### src/rtl/tick_timer_pkg.sv
`timescale 1ns/1ps
// Shared register selects, control bit positions and control state type.
// Assumes a two-bit register select.
package tick_timer_pkg;

    typedef enum logic [1:0] {
        SEL_CTRL    = 2'd0,
        SEL_RELOAD  = 2'd1,
        SEL_CURRENT = 2'd2,
        SEL_SPARE   = 2'd3
    } reg_sel_e;

    localparam int BIT_RUN    = 0;
    localparam int BIT_IRQ_EN = 1;
    localparam int BIT_FAST   = 2;
    localparam int BIT_FLAG   = 16;

    typedef struct packed {
        logic fast;
        logic irq_en;
        logic run;
    } ctrl_t;

endpackage

### src/rtl/tick_timer_prescale.sv
`timescale 1ns/1ps
// Clock-enable divider: emits a one-cycle pulse every DIV core cycles while
// run is set, and restarts its phase whenever run is clear.
// Assumes DIV >= 1; DIV of 1 degenerates to a pulse on every running cycle.
module tick_timer_prescale #(
    parameter int DIV = 8
) (
    input  logic clk,
    input  logic rst_n,
    input  logic run,
    output logic pulse
);

    generate
        if (DIV <= 1) begin : g_pass
            assign pulse = run;
        end else begin : g_div
            localparam int PW = $clog2(DIV);
            localparam logic [PW-1:0] LAST = PW'(DIV - 1);
            logic [PW-1:0] phase;

            // Phase counter wraps at DIV-1 and sits at zero while stopped.
            always_ff @(posedge clk) begin
                if (!rst_n)              phase <= '0;
                else if (!run)           phase <= '0;
                else if (phase == LAST)  phase <= '0;
                else                     phase <= phase + 1'b1;
            end

            assign pulse = run && (phase == LAST);
        end
    endgenerate

endmodule

### src/rtl/tick_timer_regs.sv
`timescale 1ns/1ps
// Register file: holds control bits and reload value, decodes strobes for
// the counter, and multiplexes read data.
// Assumes DATA_W > CNT_W and DATA_W > BIT_FLAG.
module tick_timer_regs
    import tick_timer_pkg::*;
#(
    parameter int CNT_W  = 24,
    parameter int DATA_W = 32
) (
    input  logic              clk,
    input  logic              rst_n,
    input  logic [1:0]        sel,
    input  logic              wr,
    input  logic              rd,
    input  logic [DATA_W-1:0] wdata,
    input  logic [CNT_W-1:0]  cur,
    input  logic              flag,
    output ctrl_t             ctrl,
    output logic [CNT_W-1:0]  reload,
    output logic              wr_cur,
    output logic              rd_ctrl,
    output logic [DATA_W-1:0] rdata
);

    logic wdata_high_unused;
    assign wdata_high_unused = |wdata[DATA_W-1:CNT_W];

    // Control register update on a write to address 0.
    always_ff @(posedge clk) begin
        if (!rst_n) begin
            ctrl <= '0;
        end else if (wr && reg_sel_e'(sel) == SEL_CTRL) begin
            ctrl.run    <= wdata[BIT_RUN];
            ctrl.irq_en <= wdata[BIT_IRQ_EN];
            ctrl.fast   <= wdata[BIT_FAST];
        end
    end

    // Reload register update, truncated to the counter width.
    always_ff @(posedge clk) begin
        if (!rst_n)                                       reload <= '0;
        else if (wr && reg_sel_e'(sel) == SEL_RELOAD)     reload <= wdata[CNT_W-1:0];
    end

    assign wr_cur  = wr && (reg_sel_e'(sel) == SEL_CURRENT);
    assign rd_ctrl = rd && (reg_sel_e'(sel) == SEL_CTRL);

    // Read multiplexer for the selected register.
    always_comb begin
        rdata = '0;
        case (reg_sel_e'(sel))
            SEL_CTRL: begin
                rdata[BIT_RUN]    = ctrl.run;
                rdata[BIT_IRQ_EN] = ctrl.irq_en;
                rdata[BIT_FAST]   = ctrl.fast;
                rdata[BIT_FLAG]   = flag;
            end
            SEL_RELOAD:  rdata[CNT_W-1:0] = reload;
            SEL_CURRENT: rdata[CNT_W-1:0] = cur;
            default:     rdata = '0;
        endcase
    end

endmodule

### src/rtl/tick_timer_core.sv
`timescale 1ns/1ps
// Down counter with auto-reload and sticky end-of-count flag.
// Assumes tick, wr_cur and rd_ctrl are single-cycle qualifiers in clk.
module tick_timer_core #(
    parameter int CNT_W = 24
) (
    input  logic             clk,
    input  logic             rst_n,
    input  logic             tick,
    input  logic [CNT_W-1:0] reload,
    input  logic             wr_cur,
    input  logic             rd_ctrl,
    output logic [CNT_W-1:0] cur,
    output logic             flag
);

    localparam logic [CNT_W-1:0] ONE = CNT_W'(1);

    logic hit;
    assign hit = tick && !wr_cur && (cur == ONE);

    // Counter: software clear first, else reload at zero or step down.
    always_ff @(posedge clk) begin
        if (!rst_n)            cur <= '0;
        else if (wr_cur)       cur <= '0;
        else if (tick) begin
            if (cur == '0)     cur <= reload;
            else               cur <= cur - ONE;
        end
    end

    // Flag: a new end of count beats any clear on the same edge.
    always_ff @(posedge clk) begin
        if (!rst_n)                 flag <= 1'b0;
        else if (hit)               flag <= 1'b1;
        else if (wr_cur || rd_ctrl) flag <= 1'b0;
    end

endmodule

### src/rtl/tick_timer.sv
`timescale 1ns/1ps
// Top of the auto-reload tick timer: registers, divide-by-DIV enable and
// counter core, with a level interrupt from flag and enable.
// Assumes one clock domain and a synchronous active-low reset.
module tick_timer
    import tick_timer_pkg::*;
#(
    parameter int CNT_W  = 24,
    parameter int DATA_W = 32,
    parameter int DIV    = 8
) (
    input  logic              clk,
    input  logic              rst_n,
    input  logic [1:0]        reg_addr,
    input  logic              reg_wr,
    input  logic              reg_rd,
    input  logic [DATA_W-1:0] reg_wdata,
    output logic [DATA_W-1:0] reg_rdata,
    output logic              tick_irq
);

    ctrl_t            ctrl;
    logic [CNT_W-1:0] reload_q;
    logic [CNT_W-1:0] cur_q;
    logic             flag_q;
    logic             wr_cur;
    logic             rd_ctrl;
    logic             slow_pulse;
    logic             tick;

    tick_timer_regs #(.CNT_W(CNT_W), .DATA_W(DATA_W)) u_regs (
        .clk     (clk),
        .rst_n   (rst_n),
        .sel     (reg_addr),
        .wr      (reg_wr),
        .rd      (reg_rd),
        .wdata   (reg_wdata),
        .cur     (cur_q),
        .flag    (flag_q),
        .ctrl    (ctrl),
        .reload  (reload_q),
        .wr_cur  (wr_cur),
        .rd_ctrl (rd_ctrl),
        .rdata   (reg_rdata)
    );

    tick_timer_prescale #(.DIV(DIV)) u_prescale (
        .clk   (clk),
        .rst_n (rst_n),
        .run   (ctrl.run),
        .pulse (slow_pulse)
    );

    assign tick = ctrl.run && (ctrl.fast || slow_pulse);

    tick_timer_core #(.CNT_W(CNT_W)) u_core (
        .clk     (clk),
        .rst_n   (rst_n),
        .tick    (tick),
        .reload  (reload_q),
        .wr_cur  (wr_cur),
        .rd_ctrl (rd_ctrl),
        .cur     (cur_q),
        .flag    (flag_q)
    );

    assign tick_irq = flag_q && ctrl.irq_en;

endmodule

### config.mk
export PLATFORM = sky130hd
export DESIGN_NAME = tick_timer
export DESIGN_NICKNAME = d
export VERILOG_FILES = /design/src/rtl/tick_timer_pkg.sv /design/src/rtl/tick_timer_prescale.sv /design/src/rtl/tick_timer_regs.sv /design/src/rtl/tick_timer_core.sv /design/src/rtl/tick_timer.sv
export SDC_FILE = /design/constraint.sdc
export NUM_CORES = 1
export LEC_CHECK = 0
export BUFFER_PORTS_ARGS = -buffer_cell sky130_fd_sc_hd__buf_2
export CAP_MARGIN = 20
export CORE_ASPECT_RATIO = 1.5
export CORE_MARGIN = 2
export CORE_UTILIZATION = 57
export CTS_BUF_LIST = sky130_fd_sc_hd__clkbuf_2 sky130_fd_sc_hd__clkbuf_4 sky130_fd_sc_hd__clkbuf_8
export DETAILED_ROUTE_END_ITERATION = 10
export GPL_TIMING_DRIVEN = 0
export PLACE_DENSITY = 0.87
export SYNTH_ARGS = -nofsm -noshare
export SYNTH_HDL_FRONTEND = slang
export SYNTH_SLANG_ARGS = --single-unit
### constraint.sdc
create_clock -name clk -period 2.78 [get_ports clk]
set_input_delay 0.278 -clock clk [delete_from_list [all_inputs] [get_ports clk]]
set_output_delay 0.278 -clock clk [all_outputs]
set_load 0.02 [all_outputs]
* Word level (Yosys, flattened, before mapping)
Index checks and enable logic that the tools add are counted.
** Storage, ports and cells
- Bits in registers :: 55
- Bits of input ports :: 38
- Output and inout bits :: 33
- Word-level logic and storage cells :: 39
** Operators by class
- Add/subtract/negate cells :: 2
- Equal/unequal tests :: 4
- Multiplexer cells :: 7
- Bitwise gates (word level) :: 2
- Reductions and logical operators :: 17
** Operators by type and width (number)
- one-hot mux 13 bit (2 select lines) :: 1
- equality test 24 x 1 -> 1 bit (second input constant) :: 1
- logical NOT 24 bit :: 1
- 2-to-1 mux 24 bit :: 1
- subtractor 24 x 1 -> 24 bit (second input constant) :: 1
- one-hot mux 7 bit (2 select lines) :: 1
- logical AND 1 bit :: 9
- one-hot mux 3 bit (3 select lines) :: 1
- adder 3 x 1 -> 3 bit (second input constant) :: 1
- equality test 3 bit (second input constant) :: 1
- one-hot mux 1 bit (3 select lines) :: 1
- OR reduction 3 bit :: 1
- equality test 2 x 1 -> 1 bit (second input constant) :: 1
- equality test 2 bit (second input constant) :: 1
- logical NOT 2 bit :: 1
- logical OR 1 bit :: 2
- 2-to-1 mux 1 bit :: 2
- NOT 1 bit :: 2
- nonzero test 2 bit :: 1
- OR reduction 2 bit :: 1
- logical NOT 1 bit :: 1

* Logic depth before layout (Yosys ltp)
Gate-level depths: netlist (run 1).
- Depth in word-level cells :: 7
- Depth in mapped cells :: 8
- Depth with buffers taken out :: 7

* By module
Synthesis (run 1) repeated with hierarchy kept, for this count alone.
** Unflattened totals
- Cell total of the unflattened synthesis :: 416
- Area total of the unflattened synthesis :: 3538.4 um2
** Modules (own cells, without submodules)
- tick_timer_core :: times used 1, cells an instance 209, area each 1700.4 um2, sequential area each 500.5 um2
- tick_timer_regs :: times used 1, cells an instance 196, area each 1696.6 um2, sequential area each 540.5 um2
- tick_timer_prescale :: times used 1, cells an instance 9, area each 127.6 um2, sequential area each 60.1 um2
- tick_timer :: times used 1, cells an instance 2, area each 13.8 um2, sequential area each 0.0 um2

* Worst setup path after synthesis (run 1)
No wires, ideal clock.
- Path kind :: register -> register
- Start point :: register u_core.cur[0]
- End point :: register u_core.cur[23]
- Library setup time :: 0.074 ns
- Arrival time :: 2.007 ns
- Required time :: 2.706 ns
- Setup slack :: 0.699 ns
- Cell stages (with the launch flop) :: 9
- Buffers on the path :: 1
- Clock period less this slack :: 2.081 ns
- Path through :: dfxtp_1 > inv_1 > ha_1 > nor2b_1 > and4b_1 > buf_2 > and2_1 > or4b_1 > a31oi_1
** Between the ends
- Cells in the longest elaborated chain, start to end :: 2
- Elaborated cells on any way between the ends :: 3
- Those cells by class :: add/sub (1); mux (1); reduce/logical (1)
** RTL lines
- start, declared :: RTL line tick_timer_core.sv:13 : output logic [CNT_W-1:0] cur,
- start signal, assigned :: RTL line tick_timer_core.sv:27 : if (cur == '0) cur <= reload;
- start signal, assigned :: RTL line tick_timer_core.sv:28 : else cur <= cur - ONE;
- subtractor 24 x 1 -> 24 bit or logical NOT 24 bit (tied branches) :: RTL line tick_timer_core.sv:28, tick_timer_core.sv:27
- 2-to-1 mux 24 bit * :: RTL line tick_timer_core.sv:27
Mark *: on every way between the ends. The rest lies on a longest branch, timed or not.
A chain may end at the register's enable or synchronous reset.

* Worst setup path in the final report (run 1)
- Start point :: register u_core.cur[0]
- End point :: register u_core.cur[18]
Same word-level chain as after synthesis.

==> results of run 1 <==
[cell usage in the layout (no fill, tap or decap), drive strengths merged, types with 8 or more instances in the layout]
cell    synthesis  final
a21oi          21     21
dfxtp          55     55
nand2          78     78
conb            1      8
clkbuf         24     30
nand3          12     12
a22oi          21     21
o21ai          17     17
nor2           13     13
buf            17     71
a21boi         27     27
ha              9      9
nor2b          22     22
nor4           10     10
inv            10     10
nor3            9      9
[stage by stage]
stage	utilization [%]	setup WS, ns	cells
floorplan	-	0.699	431
global placement	65.0	0.323	557
detailed placement	65.0	0.311	557
CTS	66.5	0.282	565
global route	66.5	0.113	565
finish	66.5	0.154	565
[metal layers]
| metal | global-route usage [%] | vias up | routed length (um) |
|---|---|---|---|
| li1 | - | 1653 | - |
| met1 | 40.1 | 1633 | 3900 |
| met2 | 53.8 | 184 | 5190 |
| met3 | 5.10 | 31 | 803 |
| met4 | 16.0 | 0 | 316 |
| met5 | 0 | - | 0 |
[sequential cells by signal, indices dropped and copies added, names as in the netlist]
name                    count
u_regs.reload              24
u_core.flag                 1
u_core.cur                 24
u_prescale.g_div.phase      3
u_regs.ctrl                 3
[report_power, final]
group / switching (W) / internal [W] / total, W
Combinational: 0.000111 / 0.0000676 / 0.000178
Clock: 0.000276 / 0.000187 / 0.000463
Sequential: 0.0000128 / 0.000801 / 0.000814
[final cells by class]
| class | instances | area share (%) |
|---|---|---|
| Buffer | 41 | 5.28 |
| Timing Repair Buffer | 54 | 7.12 |
| Clock buffer | 6 | 2.01 |
| Multi-Input combinational cell | 325 | 52.9 |
| Tap cell | 72 | 2.37 |
| Sequential cell | 55 | 29.0 |
| Clock inverter | 2 | 0.330 |
| Inverter | 10 | 0.989 |
[final timing paths]
path                                                   to  slack [ns]
worst max-delay path                       u_core.cur[18]        0.15
worst min-delay path                    u_regs.reload[17]        0.20
worst max register to register             u_core.cur[18]        0.15
worst min register to register  u_prescale.g_div.phase[0]        0.44
[critical path, stage by stage (launching register included)]
cell	delay (ns)
dfxtp_1	0.40
inv_1	0.14
ha_1	0.25
nor3b_1	0.73
nand4_1	0.37
or4_1	0.48
a31oi_1	0.18
[kinds of logic after synthesis]
group / count (synthesis)
fa+ha+maj: 9
flops: 55
compound gates: 126
mux: 1
simple gates: 181
buf+inv: 51
other cells: 1
==> results.py, run 1 <==
metrics = {
    "outcome": {
        "outcome": "completed",
    },
    "place": {
        "gpl.final_weighted_congestion": 0.988,
        "place.port_buffers": 54,
        "placed_area_um2": 3700,
        "hpwl_um": 7390,
    },
    "power_and_ir_drop": {
        "leakagePower_nw": 1.51,
        "power_w": 0.00145,
        "vdd.ir_drop.worst_mv": 0.359,
        "p_per_area_nw_per_um2": 383,
    },
    "clock_tree": {
        "post_cts_setup_buffer_count": 0,
        "clock_sink_count": 55,
        "clock_tree_from_tritoncts": "done",
        "quantity_of_gates_resized_following_cts": 0,
        "ctsRootBufferMaster": "clkbuf_8",
        "cts.reportedPaths.clkPinSlew_ns": 0.10,
        "cts.hold.buffers_added": 0,
        "cts_inserted_buffers": 5,
        "cts-htree-levels": 2,
        "insertion_delay_ns": 0.32,
        "cts_max_path_buffers": 2,
    },
    "timing": {
        "grt_setup_unrepaired": "no",
        "fin_crit_sh_pct": 94.5,
        "setup_violations": 0,
        "tightest_slew_ns": 0.858,
        "timing_max_transition_violations_final": 0,
        "hold_viol_final": 0,
        "fmax_mhz": 381,
        "skew_ns": 0.00612,
        "period_needed_ns": 2.63,
        "fin_worst_hold_slack_ns": 0.197,
        "setup-tns-final_ns": 0,
        "max_slew_margin_pct": 42.7,
    },
    "logic_synthesis": {
        "async_flop_share_pct": 0,
        "synth_top_family_by_area": "simple AND/OR/NAND/NOR gates",
        "syn_area_per_cell_um2": 7.83,
        "synthTopCellsByCount": "78 x nand2_1, 55 x dfxtp_1, 27 x a21boi_0",
        "synthDominantCellAreaShare_pct": 33.2,
        "synth_area_leader_cell": "dfxtp_1",
        "synth_adder_area_share_pct": 3.39,
        "synth-seq-area-share_pct": 33.2,
        "synth.cell_area_um2": 3320,
        "synth.distinct_cells": 55,
        "ys_ff_latch": 55,
        "synthCells": 424,
        "ys_top_cells_by_area": "dfxtp_1 33%, nand2_1 8.8%, a21boi_0 6.1%",
        "synth-compound-area-share_pct": 26.2,
        "post_synth_xor_area_fraction_pct": 0,
        "synth_top_flop_cell": "dfxtp_1",
        "synthSimpleGateAreaFrac_pct": 29.7,
        "yosys-mux-area-fraction_pct": 0.302,
        "yosys_warnings": 0,
        "post-synth-top-count-cell": "nand2_1",
        "synth_enable_flop_cells": 0,
    },
    "route": {
        "ant_nets": 0,
        "routed_wl_um": 10200,
        "drt_drc_violations_left": 0,
        "via_per_inst": 6.20,
        "total_number_of_vias": 3501,
        "detail_route.first_pass.iterations": 7,
        "wire_per_inst_um": 18.1,
        "detailedRoute.firstIterationViolations": 484,
    },
    "cells_and_area": {
        "layout.cell_area.non_filler_um2": 3790,
        "insertedDiodeCount": 0,
        "final_layout_size_suffix_gt1_share_pct": 18.3,
        "finish.net_count": 539,
        "area.growth.synth_to_final_pct": 14.3,
        "seqCellArea_um2": 1100,
        "multiInputGateArea_um2": 2010,
        "layout.filler_cells": 543,
    },
    "floorplanning": {
        "overall_die_width_um": 66.3,
        "die_area_um2": 6460,
        "core.rowCount": 34,
        "floorplan.initialDensity_pct": 58.2,
        "top_level_ports": 71,
        "coreArea_um2": 5700,
        "die_h_um": 97.4,
    },
    "worst_setup_path": {
        "cp_data_arrival_time_ns": 2.87,
        "cp_data_required_time_ns": 3.02,
        "critical_path_peak_fanout": 6,
        "setup.worst_path.class": "flop to flop",
        "cp_capture_type": "flop",
        "worst_setup_path_startpoint": "u_core.cur[0]",
        "worst-r2r-cell-count": 6,
        "type_of_origin_of_the_critical_path": "flop",
        "regToRegStartpoint": "u_core.cur[0]",
    },
    "global_route": {
        "globalRouteTotalUtil_pct": 32.6,
        "gr-total-overflow": 0,
        "grt_first_pass_wirelength_um": 16300,
        "antenna_found_initial": 0,
        "largest_net_degree_at_the_start_of_global_routing": 17,
        "grt_pass1_vias": 3308,
    },
    "hold_path": {
        "hold-path-cell-count": 3,
        "min-delay-path-class": "input port to flop",
        "min_from": "reg_wdata[17]",
    },
    "run": {
        "cap_violations": 0,
    },
}
(Power assumes the default switching activity.)
==> inputs of run 2 (changes only) <==
Settings changed: SETUP_SLACK_MARGIN set to 0.15.
Clock period 2.78 ns to 2.5 ns, I/O delays scaled along.
==> run 2 against run 1 <==
Compared with the run above: first-iteration DRC count decreased by 8.5%; fmax increased by 16%; routed wire length decreased by 0.14%; global-route usage decreased by 0.094 points; register-to-register slack improved by 0.07 ns; die area unchanged; clock skew decreased by 0.00081 ns; final area increased by 1.2%; power increased by 11%; utilization increased by 0.77 points; highest routed layer unchanged.
==> results.py, run 2 (synthesis gave the netlist of run 1 again) <==
metrics = {
    "cells_and_area": {
        "area.growth.synth_to_final_pct": 15.6,
        "insertedDiodeCount": 0,
        "layout.filler_cells": 541,
        "reg.largest.list": "u_core.cur (24), u_regs.reload (24)",
        "final_common_cell": "nand2_1",
        "leading_cell_types_in_the_layout_fill_and_taps_excluded": "78 x nand2_1, 61 x buf_2, 53 x dfxtp_1, 27 x a21boi_0, 22 x nor2b_1",
        "finish.net_count": 540,
        "layout.core_utilization_pct": 67.3,
        "final_layout_size_suffix_gt1_share_pct": 20.6,
    },
    "worst_setup_path": {
        "cp_slowest_cell": "or4b_1",
        "regToRegStartpoint": "u_core.cur[2]",
        "worst-r2r-cell-count": 6,
        "path_cells": "buf_2, nor4_4, nand4_1, nand2b_2, or4b_1, a31oi_1",
        "cp.depth": 6,
        "worst_setup_path_startpoint": "u_core.cur[2]",
        "critical-path-max-stage-delay_ns": 0.48,
        "cp_capture_type": "flop",
        "regToRegEndpoint": "u_core.cur[23]",
        "timing.reg2reg.setup_slack_ns": 0.23,
        "cp_data_arrival_time_ns": 2.52,
        "worst_path_dominant_cell_family": "simple AND/OR/NAND/NOR gates",
        "critPathBufInv": 1,
        "critical_path_peak_fanout": 8,
        "type_of_origin_of_the_critical_path": "flop",
        "setup.worst_path.class": "flop to flop",
        "end_of_the_critical_path": "u_core.cur[23]",
        "cp_data_required_time_ns": 2.74,
    },
    "run": {
        "cap_violations": 0,
    },
    "global_route": {
        "globalRouteTotalUtil_pct": 32.5,
        "grt_pass1_vias": 3310,
        "antenna_found_initial": 0,
        "grt_first_pass_wirelength_um": 16300,
        "gr-total-overflow": 0,
        "largest_net_degree_at_the_start_of_global_routing": 17,
    },
    "floorplanning": {
        "coreArea_um2": 5700,
        "die_h_um": 97.4,
        "overall_die_width_um": 66.3,
        "core.rowCount": 34,
        "floorplan.initialDensity_pct": 58.2,
        "top_level_ports": 71,
        "die_area_um2": 6460,
    },
    "clock_tree": {
        "ctsRootBufferMaster": "clkbuf_8",
        "cts_max_path_buffers": 2,
        "insertion_delay_ns": 0.31,
        "clock_sink_count": 55,
        "cts.reportedPaths.clkPinSlew_ns": 0.10,
        "clock_tree_from_tritoncts": "done",
        "cts-htree-levels": 2,
        "cts.hold.buffers_added": 0,
        "cts_inserted_buffers": 5,
    },
    "power_and_ir_drop": {
        "leakagePower_nw": 1.54,
        "p_per_area_nw_per_um2": 422,
        "vdd.ir_drop.worst_mv": 0.399,
    },
    "route": {
        "drt_drc_violations_left": 0,
        "via_per_inst": 6.26,
        "routed_wl_um": 10200,
        "ant_nets": 0,
        "wire_per_inst_um": 18.0,
        "detailedRoute.firstIterationViolations": 443,
        "detail_route.first_pass.iterations": 7,
        "total_number_of_vias": 3543,
    },
    "timing": {
        "setup_violations": 0,
        "setup-tns-final_ns": 0,
        "tightest_slew_ns": 0.597,
        "fmax_mhz": 440,
        "period_needed_ns": 2.27,
        "grt_setup_unrepaired": "no",
        "hold_viol_final": 0,
        "max_slew_margin_pct": 60.2,
        "skew_ns": 0.00531,
        "timing_max_transition_violations_final": 0,
        "fin_crit_sh_pct": 90.9,
    },
    "place": {
        "place.port_buffers": 54,
        "hpwl_um": 7390,
        "gpl.final_weighted_congestion": 0.988,
    },
    "outcome": {
        "outcome": "completed",
    },
    "hold_path": {
        "min-delay-path-class": "input port to flop",
    },
}
==> run 2: cell count changes in the layout (fill, tap and decap cells not counted), sizes merged <==
cell / change
buf: +1
==> run 2: power by group <==
part | internal (W) | switching [W] | leakage, nW | total [W]
Combinational | 0.0000761 | 0.000123 | 1.04 | 0.000199
Clock | 0.000208 | 0.000308 | 0.0446 | 0.000516
Sequential | 0.000890 | 0.0000143 | 0.446 | 0.000904
==> run 2: what timing repair did <==
item | CTS | global route
pin swaps | 0 | 1
setup endpoints to repair | 12 | 26
setup buffers | 0 | 1
gates resized for setup | 3 | 15
==> run 2: area by class of cell <==
class	instances	area, um^2	share of cell area, %
well taps	72	90.1	2.35
repair buffers	55	278	7.24
flip-flops and latches	55	1110	28.8
plain buffers	41	206	5.38
multi-input cells	325	2030	52.9
inverters	10	37.5	0.978
clock buffers	6	76.3	1.99
clock inverters	2	12.5	0.326
==> run 2: through the flow <==
| stage | total power [W] | std cells | worst slack [ns] | hold slack (ns) | area, um^2 |
|---|---|---|---|---|---|
| final | 0.00162 | 566 | 0.227 | 0.171 | 3840 |
| after CTS | 0.00161 | 565 | 0.117 | 0.174 | 3800 |
| after global routing | 0.00168 | 566 | 0.155 | 0.170 | 3840 |
| after global placement | 0.00111 | 557 | 0.0426 | 0.416 | 3700 |
| after detailed placement | 0.00112 | 557 | 0.0313 | 0.423 | 3700 |
| after floorplan | 0.00104 | 431 | 0.419 | 0.395 | 3340 |
==> run 2: worst min-delay path by stage <==
stage	slack, ns	depth (start not counted)	end	startpoint
6_report	0.17	3	u_regs.reload[17]	reg_wdata[17]
5_1_grt	0.17	3	u_regs.reload[17]	reg_wdata[17]
4_1_cts	0.17	3	u_regs.reload[5]	reg_wdata[5]
3_5_place_dp	0.42	1	u_prescale.g_div.phase[0]	u_prescale.g_div.phase[0]
3_3_place_gp	0.42	1	u_prescale.g_div.phase[0]	u_prescale.g_div.phase[0]
2_1_floorplan	0.39	2	u_regs.reload[0]	reg_wdata[0]
==> run 2: per-layer routing <==
| metal | GRT usage [%] | share of wire (%) | up-vias |
|---|---|---|---|
| met5 | 0 | 0 | - |
| met4 | 14.9 | 1.9 | 0 |
| li1 | - | - | 1656 |
| met1 | 40.4 | 39 | 1661 |
| met2 | 54.1 | 52 | 201 |
| met3 | 4.63 | 7.3 | 25 |
==> run 2: tightest hold or removal path, stage by stage <==
cell      delay [ns]
buf_2           0.09
nand2_1         0.04
a21boi_0        0.06
